<file path="src/rtl/trim_pkg.sv">
package trim_pkg;
  localparam int W_MAX     = 10;
  localparam int N_SLOT    = 4;
  localparam int KEY_W     = 3;
  localparam int BIT_W     = $clog2(W_MAX);
  localparam int LOCK_SLOT = 3;
  localparam int LOCK_BIT  = 9;
  localparam int SENS_W    = 8;
  localparam int QFINE_W   = 9;
  localparam int FREQ_W    = 4;

  typedef enum logic [1:0] {
    PS_IDLE = 2'd0,
    PS_SEL  = 2'd1,
    PS_ADDR = 2'd2,
    PS_HOLD = 2'd3
  } prog_st_t;

  // key that addresses each slot
  function automatic int slot_key(input int i);
    case (i)
      0:       return 1;
      1:       return 2;
      2:       return 3;
      default: return 5;
    endcase
  endfunction

  function automatic int slot_width(input int i);
    case (i)
      0:       return 9;
      1:       return 9;
      2:       return 5;
      default: return 10;
    endcase
  endfunction

  // bits of a slot that may be committed to fuse
  function automatic logic [W_MAX-1:0] slot_mask(input int i);
    if (i == LOCK_SLOT) return W_MAX'(1) << LOCK_BIT;
    return W_MAX'((1 << slot_width(i)) - 1);
  endfunction
endpackage

</file>
<file path="src/rtl/trim_rst_sync.sv">
module trim_rst_sync (
  input  logic clk,
  input  logic arst_n,
  output logic srst_n
);
  logic [1:0] sync_q;

  always_ff @(posedge clk or negedge arst_n) begin
    if (!arst_n) sync_q <= 2'b00;
    else         sync_q <= {sync_q[0], 1'b1};
  end

  assign srst_n = sync_q[1];
endmodule

</file>
<file path="src/rtl/trim_slot.sv">
module trim_slot
  import trim_pkg::*;
#(
  parameter int               W    = 9,
  parameter logic [W_MAX-1:0] MASK = '1
) (
  input  logic             clk,
  input  logic             hard_n,
  input  logic             soft_n,
  input  logic             inc_en,
  input  logic             blow_en,
  output logic [W_MAX-1:0] act_o,
  output logic [W_MAX-1:0] fuse_o
);
  localparam logic [W-1:0] CODE_MAX = '1;

  logic [W-1:0] act_q, act_d;
  logic [W-1:0] fuse_q, fuse_d;

  always_comb begin
    act_d = act_q;
    if (inc_en && act_q != CODE_MAX) act_d = act_q + W'(1);
  end

  always_comb begin
    fuse_d = fuse_q;
    if (blow_en) fuse_d = fuse_q | (act_q & MASK[W-1:0]);
  end

  // volatile trial code: lost on any power cycle
  always_ff @(posedge clk or negedge soft_n) begin
    if (!soft_n) act_q <= '0;
    else         act_q <= act_d;
  end

  // fuse model: survives power cycles
  always_ff @(posedge clk or negedge hard_n) begin
    if (!hard_n) fuse_q <= '0;
    else         fuse_q <= fuse_d;
  end

  assign act_o  = W_MAX'(act_q);
  assign fuse_o = W_MAX'(fuse_q);
endmodule

</file>
<file path="src/rtl/trim_prog_fsm.sv">
module trim_prog_fsm
  import trim_pkg::*;
(
  input  logic             clk,
  input  logic             rst_n,
  input  logic             mid_ev,
  input  logic             high_ev,
  input  logic             lock_fuse,
  input  logic             sel_hit,
  input  logic [W_MAX-1:0] sel_code,
  input  logic [W_MAX-1:0] sel_mask,
  output logic [KEY_W-1:0] sel_key,
  output logic             inc_en,
  output logic             blow_en,
  output logic             blow_req,
  output logic [KEY_W-1:0] blow_key,
  output logic [BIT_W-1:0] blow_bit,
  output logic             blow_err
);
  localparam logic [KEY_W-1:0] KEY_MAX = '1;

  prog_st_t         st_q, st_d;
  logic [KEY_W-1:0] key_q, key_d;
  logic             err_q, err_set;
  logic             req_q;
  logic [KEY_W-1:0] bkey_q;
  logic [BIT_W-1:0] bbit_q, bit_d;
  logic             code_ok;

  always_comb begin
    code_ok = sel_hit && ($countones(sel_code) == 1) &&
              ((sel_code & ~sel_mask) == '0);
    bit_d = '0;
    for (int b = 0; b < W_MAX; b++) begin
      if (sel_code[b]) bit_d = BIT_W'(b);
    end
  end

  always_comb begin
    st_d    = st_q;
    key_d   = key_q;
    inc_en  = 1'b0;
    blow_en = 1'b0;
    err_set = 1'b0;
    if (!lock_fuse) begin
      case (st_q)
        PS_IDLE: begin
          if (high_ev) begin
            st_d  = PS_SEL;
            key_d = '0;
          end
        end
        PS_SEL: begin
          if (high_ev) st_d = PS_ADDR;
          else if (mid_ev && key_q != KEY_MAX) key_d = key_q + KEY_W'(1);
        end
        PS_ADDR: begin
          if (high_ev) begin
            st_d    = PS_HOLD;
            blow_en = code_ok;
            err_set = !code_ok;
          end else if (mid_ev) begin
            inc_en = sel_hit;
          end
        end
        default: ;
      endcase
    end
  end

  always_ff @(posedge clk or negedge rst_n) begin
    if (!rst_n) begin
      st_q  <= PS_IDLE;
      key_q <= '0;
      err_q <= 1'b0;
      req_q <= 1'b0;
    end else begin
      st_q  <= st_d;
      key_q <= key_d;
      err_q <= err_q | err_set;
      req_q <= blow_en;
    end
  end

  always_ff @(posedge clk or negedge rst_n) begin
    if (!rst_n) begin
      bkey_q <= '0;
      bbit_q <= '0;
    end else if (blow_en) begin
      bkey_q <= key_q;
      bbit_q <= bit_d;
    end
  end

  assign sel_key  = key_q;
  assign blow_req = req_q;
  assign blow_key = bkey_q;
  assign blow_bit = bbit_q;
  assign blow_err = err_q;
endmodule

</file>
<file path="src/rtl/trim_prog_ctrl.sv">
module trim_prog_ctrl
  import trim_pkg::*;
(
  input  logic               clk,
  input  logic               hard_rst_n,
  input  logic               pwr_rst_n,
  input  logic               mid_ev,
  input  logic               high_ev,
  output logic [SENS_W-1:0]  sens_trim,
  output logic               uni_mode,
  output logic [QFINE_W-1:0] qfine_trim,
  output logic [FREQ_W-1:0]  freq_trim,
  output logic               cal_hold,
  output logic               locked,
  output logic               blow_req,
  output logic [KEY_W-1:0]   blow_key,
  output logic [BIT_W-1:0]   blow_bit,
  output logic               blow_err
);
  logic hard_n, soft_n;
  logic [N_SLOT-1:0][W_MAX-1:0] act_a, fuse_a, eff_a;
  logic [KEY_W-1:0] sel_key;
  logic             sel_hit;
  logic [W_MAX-1:0] sel_code, sel_mask;
  logic             inc_en, blow_en, lock_fuse;

  trim_rst_sync u_hard_sync (.clk(clk), .arst_n(hard_rst_n), .srst_n(hard_n));
  trim_rst_sync u_soft_sync (.clk(clk), .arst_n(hard_rst_n & pwr_rst_n), .srst_n(soft_n));

  always_comb begin
    sel_hit  = 1'b0;
    sel_code = '0;
    sel_mask = '0;
    for (int i = 0; i < N_SLOT; i++) begin
      if (sel_key == KEY_W'(slot_key(i))) begin
        sel_hit  = 1'b1;
        sel_code = act_a[i];
        sel_mask = slot_mask(i);
      end
    end
  end

  generate
    for (genvar g = 0; g < N_SLOT; g++) begin : g_slot
      logic hit;
      assign hit = (sel_key == KEY_W'(slot_key(g)));
      trim_slot #(
        .W    (slot_width(g)),
        .MASK (slot_mask(g))
      ) u_slot (
        .clk     (clk),
        .hard_n  (hard_n),
        .soft_n  (soft_n),
        .inc_en  (inc_en & hit),
        .blow_en (blow_en & hit),
        .act_o   (act_a[g]),
        .fuse_o  (fuse_a[g])
      );
      assign eff_a[g] = act_a[g] | fuse_a[g];
    end
  endgenerate

  assign lock_fuse = fuse_a[LOCK_SLOT][LOCK_BIT];

  trim_prog_fsm u_fsm (
    .clk       (clk),
    .rst_n     (soft_n),
    .mid_ev    (mid_ev),
    .high_ev   (high_ev),
    .lock_fuse (lock_fuse),
    .sel_hit   (sel_hit),
    .sel_code  (sel_code),
    .sel_mask  (sel_mask),
    .sel_key   (sel_key),
    .inc_en    (inc_en),
    .blow_en   (blow_en),
    .blow_req  (blow_req),
    .blow_key  (blow_key),
    .blow_bit  (blow_bit),
    .blow_err  (blow_err)
  );

  assign sens_trim  = eff_a[0][SENS_W-1:0];
  assign uni_mode   = eff_a[0][SENS_W];
  assign qfine_trim = eff_a[1][QFINE_W-1:0];
  assign freq_trim  = eff_a[2][FREQ_W-1:0];
  assign cal_hold   = eff_a[2][FREQ_W];
  assign locked     = lock_fuse;
endmodule

</file>
<file path="config.mk">
export PLATFORM = sky130hd
export DESIGN_NAME = trim_prog_ctrl
export DESIGN_NICKNAME = d
export VERILOG_FILES = /design/src/rtl/trim_pkg.sv /design/src/rtl/trim_rst_sync.sv /design/src/rtl/trim_slot.sv /design/src/rtl/trim_prog_fsm.sv /design/src/rtl/trim_prog_ctrl.sv
export SDC_FILE = /design/constraint.sdc
export NUM_CORES = 1
export LEC_CHECK = 0
export ABC_AREA = 1
export BUFFER_PORTS_ARGS = -buffer_cell sky130_fd_sc_hd__buf_2
export CORE_UTILIZATION = 55
export DETAILED_ROUTE_END_ITERATION = 8
export GPL_TIMING_DRIVEN = 0
export PLACE_DENSITY_LB_ADDON = 0.15
export SLEW_MARGIN = 20
export SYNTH_ARGS = -nofsm -noshare
export SYNTH_HDL_FRONTEND = slang
export SYNTH_SLANG_ARGS = --single-unit
export TNS_END_PERCENT = 100
</file>
<file path="constraint.sdc">
create_clock -name clk -period 2.92 [get_ports clk]
set_input_delay 0.146 -clock clk [delete_from_list [all_inputs] [get_ports clk]]
set_output_delay 0.146 -clock clk [all_outputs]
set_load 0.05 [all_outputs]
</file>
==> impl_metrics.csv, run 1 <==
group,metric,value,unit
synthesis,async_flop_share,100,%
critical_path,crit_required,3.20,ns
global_routing,grt_util_all_layers,27.2,%
timing,worst_pin_slew,0.688,ns
final_layout,final_util,70.5,%
die,initial_utilization,57.2,%
timing,rsz0062_at_grt,"yes",
final_layout,final_cells,664,
synthesis,synth-seq-area-share,45.0,%
final_layout,multi_input_area,2100,um2
global_routing,grt_antenna_before_repair,0,
die,rows,31,
drt,routed_wirelength,9.80,mm
timing,slew-limit-headroom,53.5,%
drt,drc_errors,0,
die,die_w,89.1,um
global_routing,grt_pass1_vias,3360,
timing,fin_skew,0.0108,ns
timing,fin_crit,4.61,ns
clock_network,clock-sinks,75,
timing,fmax,217,MHz
synthesis,syn-cell-area,4170,um2
die,core,7290,um2
final_layout,drive_above_1_share,26.7,%
drt,drt_pass1_iterations,5,
critical_path,crit_type,"reg -> reg",
pwr,p_leak,2.70,nW
critical_path,critPathSlowestCell,"fa_1",
global_routing,overflow,0,
drt,drtIter0Drc,193,
placed_design,place_hpwl,6.92,mm
pwr,p_per_area,348,nW/um2
global_routing,grt_pass1_wl,16.0,mm
clock_network,cts_buffers,9,
critical_path,slowest_delay,0.53,ns
status,status,"finished, violations left",
synthesis,synth_edf_count,0,
timing,fin_crit_sh,158,%
global_routing,grt_max_degree,27,
synthesis,synthFlopType,"dfrtp_1",
die,die_area,7940,um2
final_layout,finalNetCount,597,
critical_path,crit_arrival,4.90,ns
final_layout,fill_cells,579,
placed_design,post-place-ws,-2.05,ns
synthesis,synthDistinctLibCells,40,
timing,hold_viol_final,0,
final_layout,final_common_cell,"nand2_1",
placed_design,place_area,4600,um2
pwr,report.power.total,1.79,mW
critical_path,endpoint_kind,"flip-flop",
timing,timing.final.setup_violations,33,
drt,antenna_left,0,
final_layout,area_growth,23.2,%
synthesis,ys_seq_elements,75,
final_layout,diodes,0,
pwr,vdd_drop_max,0.303,mV
final_layout,layout_common_cells,"nand2_1 (100), inv_1 (77), dfrtp_1 (70)",
synthesis,syn_avg_cell_area,8.61,um2
die,die_h,89.1,um
critical_path,cp_max_fo,6,
clock_network,clk_transition_reported_paths,0.08,ns
clock_network,clk_root_buffer_cell,"clkbuf_8",
critical_path,start_kind,"flip-flop",
final_layout,regArea,1880,um2
drt,vias_per_cell,5.20,
clock_network,clockBufferDepth,2,
clock_network,htree_levels,3,
drt,vias,3456,
synthesis,synth_cells,485,
synthesis,yosys_warnings,0,
placed_design,io_buffers,37,
placed_design,dp.cells,623,
final_layout,final_area,5140,um2
clock_network,cts_tree,"done",
min_path,hold_path.class,"in -> async",
timing,drv_slew,0,
drt,wl_per_cell,14.8,um
timing,post-route-worst-setup-slack,-1.69,ns
job,cap_violations,0,
die,io_pins,38,
clock_network,clk_latency,0.35,ns
status,violations,"negative setup slack",
placed_design,place_congestion,0.915,
==> final cells by class <==
| class | count | share of cell area [%] |
|---|---|---|
| plain buffers | 5 | 1.22 |
| clock inverters | 5 | 0.681 |
| flip-flops and latches | 75 | 36.6 |
| inverters | 90 | 6.91 |
| clock buffers | 11 | 2.75 |
| well taps | 99 | 2.41 |
| multi-input cells | 316 | 40.9 |
| repair buffers | 63 | 8.52 |
==> per-layer routing <==
| layer | GRT usage [%] | share of wire, % | vias to the layer above |
|---|---|---|---|
| met5 | 0 | 0 | - |
| met4 | 11.4 | 3.1 | 0 |
| met3 | 3.42 | 4.8 | 26 |
| met2 | 45.4 | 48 | 113 |
| met1 | 36.1 | 44 | 1643 |
| li1 | - | - | 1674 |
==> critical path, delay by kind of cell (launching register included) <==
| family | cells | cell delay (ns) |
|---|---|---|
| adder cells (fa/ha/maj) | 6 | 2.10 |
| AND/OR/NAND/NOR | 8 | 0.81 |
| buffers and inverters | 8 | 0.73 |
| flip-flops | 1 | 0.48 |
| AO/OA/AOI/OAI | 3 | 0.41 |
==> metrics by stage <==
stage / hold slack, ns / TNS (ns)
after CTS: 0.0963 / -49.92
after global placement: -0.0623 / -57.44
after floorplan: -0.150 / -40.29
after global routing: 0.115 / -60.77
final: 0.113 / -53.56
after detailed placement: -0.0599 / -61.27
==> final timing paths <==
path | startpoint | to | slack, ns | depth (start not counted)
setup / recovery | u_fsm.sel_key[0] | u_fsm.blow_bit[2] | -1.69 | 25
hold / removal | hard_rst_n | u_hard_sync.sync_q[1] | 0.11 | 2
hold reg to reg | u_soft_sync.sync_q[1] | g_slot[1].u_slot.act_q[7] | 0.25 | 0
setup reg to reg | u_fsm.sel_key[0] | u_fsm.blow_bit[2] | -1.69 | 25
min in group clk | high_ev | u_fsm.st_q[1] | 0.22 | 3
max in group asynchronous | u_soft_sync.sync_q[1] | u_fsm.blow_bit[1] | 2.14 | 1
==> registers in the layout (all words and copies together) (netlist names) <==
signal / count
g_slot.u_slot.act_o: 10
g_slot.u_slot.act_q: 23
g_slot.u_slot.fuse_o: 1
g_slot.u_slot.fuse_q: 23
u_fsm.blow_bit: 4
u_fsm.blow_err: 1
u_fsm.blow_key: 3
u_fsm.blow_req: 1
u_fsm.sel_key: 3
u_fsm.st_q: 2
u_hard_sync.sync_q: 2
u_soft_sync.sync_q: 2
==> what timing repair did <==
| item | 4_1_cts | 5_1_grt |
|---|---|---|
| endpoints found under the setup margin | 33 | 33 |
| hold buffers | 2 | 0 |
| resized for setup | 36 | 10 |
| pin swaps | 17 | 13 |
| buffers inserted | 19 | 4 |
| cloned | 1 | 0 |
| hold endpoints to repair | 4 | 0 |
==> kinds of logic (layout without fill, tap and decap cells) <==
| logic type | after synthesis | count (layout) | share of synthesized area, % |
|---|---|---|---|
| XOR/XNOR | 23 | 23 | 4.83 |
| AND/OR/NAND/NOR | 192 | 192 | 20.2 |
| AO/OA/AOI/OAI | 62 | 62 | 9.02 |
| buffers and inverters | 95 | 174 | 8.87 |
| other | 1 | 2 | 0.0898 |
| adder cells (fa/ha/maj) | 32 | 32 | 10.7 |
| multiplexers | 5 | 5 | 1.35 |
| flip-flops | 75 | 75 | 45.0 |
==> synthesized netlist by cell type, types with 2 or more instances <==
| library cell | n | area (um2) |
|---|---|---|
| nand2_1 | 107 | 402 |
| inv_1 | 87 | 327 |
| dfrtp_1 | 75 | 1880 |
| nor2_1 | 32 | 120 |
| o21ai_0 | 28 | 140 |
| ha_1 | 26 | 325 |
| nand3_1 | 19 | 95.1 |
| xor2_1 | 19 | 166 |
| or2_2 | 11 | 68.8 |
| nor3_1 | 7 | 35.0 |
| fa_1 | 6 | 120 |
| mux2_2 | 5 | 56.3 |
| o21a_1 | 5 | 37.5 |
| o21bai_1 | 5 | 37.5 |
| a21oi_1 | 4 | 20.0 |
| nand4_1 | 4 | 25.0 |
| nor2_2 | 4 | 25.0 |
| o21ai_1 | 4 | 20.0 |
| o22ai_1 | 4 | 25.0 |
| xnor2_1 | 4 | 35.0 |
| a21oi_2 | 3 | 26.3 |
| inv_2 | 3 | 11.3 |
| buf_2 | 2 | 10.0 |
| nand2_2 | 2 | 12.5 |
| nand3_2 | 2 | 20.0 |
| nor4_1 | 2 | 12.5 |
| o211ai_1 | 2 | 15.0 |
==> where the power goes <==
part | internal (mW) | switching, mW | total [mW]
logic | 0.00724 | 0.0107 | 0.0180
clock network | 0.335 | 0.383 | 0.718
registers | 1.04 | 0.0143 | 1.05
total | 1.38 | 0.408 | 1.79
(Power assumes the default switching activity.)
==> run 2, diff against run 1 <==
ABC_AREA = unset   (was 1)
ABC_CLOCK_PERIOD_IN_PS = 2920   (was unset)
==> run 2 against run 1 <==
Against the previous run: the run still ends with negative setup slack left; critical path depth decreased by 1; final cell count is 16% lower; synthesized cell count shrank 22%; sequential share of layout area fell by 0.30 points; global-route usage down 2.0 points; register-to-register slack got worse by 0.75 ns; sequential cell count stayed put.
==> impl_metrics.csv, run 2 <==
group,metric,value,unit
status,status,"finished, violations left",
status,violations,"negative setup slack",
placed_design,io_buffers,37,
placed_design,post-place-ws,-2.92,ns
synthesis,synth_most_common_cell,"dfrtp_1",
pwr,p_per_area,640,nW/um2
critical_path,endpoint_kind,"flip-flop",
timing,fin_crit,5.36,ns
drt,drc_errors,0,
clock_network,clk_transition_reported_paths,0.09,ns
pwr,vdd_drop_max,0.532,mV
synthesis,async_flop_share,100,%
final_layout,area_growth,24.5,%
timing,rsz0062_at_grt,"yes",
die,core,7290,um2
clock_network,cts_tree,"done",
placed_design,dp.cells,514,
timing,fmax,187,MHz
synthesis,synth_cells,376,
drt,antenna_left,0,
timing,hold_ws,0.0894,ns
pwr,p_leak,2.79,nW
final_layout,drive_above_1_share,35.4,%
job,cap_violations,0,
synthesis,synth_edf_count,0,
timing,fin_crit_sh,184,%
die,initial_utilization,57.1,%
synthesis,ys_top_cells_by_count,"dfrtp_1 (75), inv_1 (28), ha_1 (26)",
synthesis,syn-cell-area,4160,um2
critical_path,crit_required,3.22,ns
placed_design,place_hpwl,6.21,mm
synthesis,synth_top_area_cell,"dfrtp_1",
synthesis,synthDistinctLibCells,53,
die,die_h,89.0,um
clock_network,clockBufferDepth,2,
critical_path,cp_max_fo,7,
clock_network,cts_buffers,9,
synthesis,syn_avg_cell_area,11.1,um2
die,die_area,7920,um2
timing,worst_pin_slew,0.775,ns
timing,timing.final.setup_violations,33,
final_layout,final_util,71.1,%
timing,drv_slew,0,
global_routing,overflow,0,
synthesis,yosys_warnings,0,
drt,routed_wirelength,9.28,mm
drt,drtIter0Drc,241,
drt,vias_per_cell,5.61,
final_layout,fill_cells,559,
drt,wl_per_cell,16.7,um
critical_path,crit_type,"reg -> reg",
timing,slew-limit-headroom,48.0,%
die,die_w,89.0,um
global_routing,grt_pass1_wl,14.7,mm
global_routing,grt_util_all_layers,25.2,%
clock_network,clk_root_buffer_cell,"clkbuf_8",
clock_network,clock-sinks,75,
synthesis,synth-seq-area-share,45.1,%
synthesis,synth_area_leaders,"dfrtp_1 (45%), ha_1 (7.8%), xnor2_1 (4.4%), a21o_1 (4.3%), or2_2 (3.5%)",
critical_path,crit_arrival,5.66,ns
final_layout,layout_common_cells,"dfrtp_1 (71), buf_2 (38), a21o_1 (24)",
timing,fin_skew,0.0169,ns
global_routing,grt_pass1_vias,2965,
timing,hold_viol_final,0,
timing,tns,-78.95,ns
drt,drt_pass1_iterations,4,
die,io_pins,38,
critical_path,start_kind,"flip-flop",
synthesis,synthFlopType,"dfrtp_1",
global_routing,grt_max_degree,25,
clock_network,clk_latency,0.36,ns
min_path,hold_path.class,"in -> async",
global_routing,grt_antenna_before_repair,0,
drt,vias,3121,
timing,post-route-worst-setup-slack,-2.44,ns
die,rows,31,
final_layout,final_common_cell,"dfrtp_1",
final_layout,diodes,0,
placed_design,place_congestion,0.864,
clock_network,htree_levels,3,
final_layout,final_cells,556,
synthesis,ys_seq_elements,75,
synthesis,synth_top_area_share,45.1,%
final_layout,finalNetCount,489,
[run 2: changes by cell type after synthesis, sizes merged, moves of 8 or more]
cell    before  now
nor2        37    8
nand3b       0    9
nand2      109   23
inv         90   29
or2         11   23
nand3       21    7
and2         0    8
nor4bb       0   10
o21ai       32    7
a21o         1   24
and3         0   10
xnor2        4   21
xor2        19    5
[run 2: worst paths after layout]
kind,start,end,slack (ns),depth (start not counted)
max,u_fsm.sel_key[2],g_slot[1].u_slot.fuse_q[7],-2.44,24
min,hard_rst_n,u_hard_sync.sync_q[1],0.09,2
max reg2reg,u_fsm.sel_key[2],g_slot[1].u_slot.fuse_q[7],-2.44,24
min reg2reg,u_hard_sync.sync_q[1],g_slot[0].u_slot.fuse_q[3],0.27,0
max in group asynchronous,u_soft_sync.sync_q[1],u_fsm.blow_err,2.08,1
min in group clk,high_ev,u_fsm.blow_err,0.21,3
[run 2: timing repair]
action	in CTS	in global routing
buffers inserted	15	9
endpoints found under the setup margin	33	41
gates resized for setup	28	25
hold endpoints to repair	4	0
gates cloned	2	0
pin swaps	17	23
hold buffers	2	0
[run 2: routing by layer]
metal	track usage, %	vias up	share of wire, %
met3	5.36	19	4.8
met5	0	-	0
li1	-	1470	-
met2	39.2	103	48
met1	34.5	1529	45
met4	10.2	0	2.1
[run 2: area by class of cell]
cell class	count	area, um2	area share [%]
plain buffers	11	134	2.58
clock buffers	11	141	2.73
clock inverters	5	60.1	1.16
inverters	29	121	2.34
multi-input cells	261	2290	44.1
flip-flops and latches	75	1880	36.3
well taps	99	124	2.39
repair buffers	65	433	8.36
[run 2: logic make-up after synthesis]
logic type / synth area share [%]
adders and majority gates: 10.7
xor gates and xnor gates: 5.47
DFF: 45.1
AOI/OAI and AO/OA: 11.2
other: 0.0901
and+or+nand+nor: 19.8
muxes: 3.43
buffers and inverters: 4.27
[run 2: per-stage QoR]
| stage | cell area [um2] | power, mW |
|---|---|---|
| finish | 5180 | 3.31 |
| floorplan | 4220 | 2.00 |
| detailed placement | 4550 | 2.25 |
| global route | 5180 | 3.47 |
| global placement | 4530 | 2.21 |
| CTS | 5020 | 3.21 |
[run 2: power by group]
| part | leakage [nW] | switching, mW | total (mW) | internal (mW) |
|---|---|---|---|---|
| Clock | 0.100 | 0.397 | 0.820 | 0.423 |
| Combinational | 1.68 | 0.733 | 1.25 | 0.518 |
| Sequential | 1.01 | 0.107 | 1.24 | 1.14 |
[run 2: worst max-delay path: stages (launching register included)]
cell       delay (ns)
dfrtp_2          0.44
buf_6            0.13
clkbuf_16        0.15
clkinv_8         0.04
ha_4             0.16
buf_8            0.13
clkbuf_16        0.15
nor4bb_4         0.05
a2111o_1         0.41
and2_4           0.19
ha_4             0.25
inv_2            0.03
fa_1             0.50
fa_1             0.43
inv_2            0.07
fa_2             0.20
inv_2            0.04
fa_2             0.54
o2111ai_2        0.09
a311o_1          0.38
a2111oi_4        0.32
buf_4            0.20
nor2b_4          0.17
buf_4            0.15
a21o_1           0.10
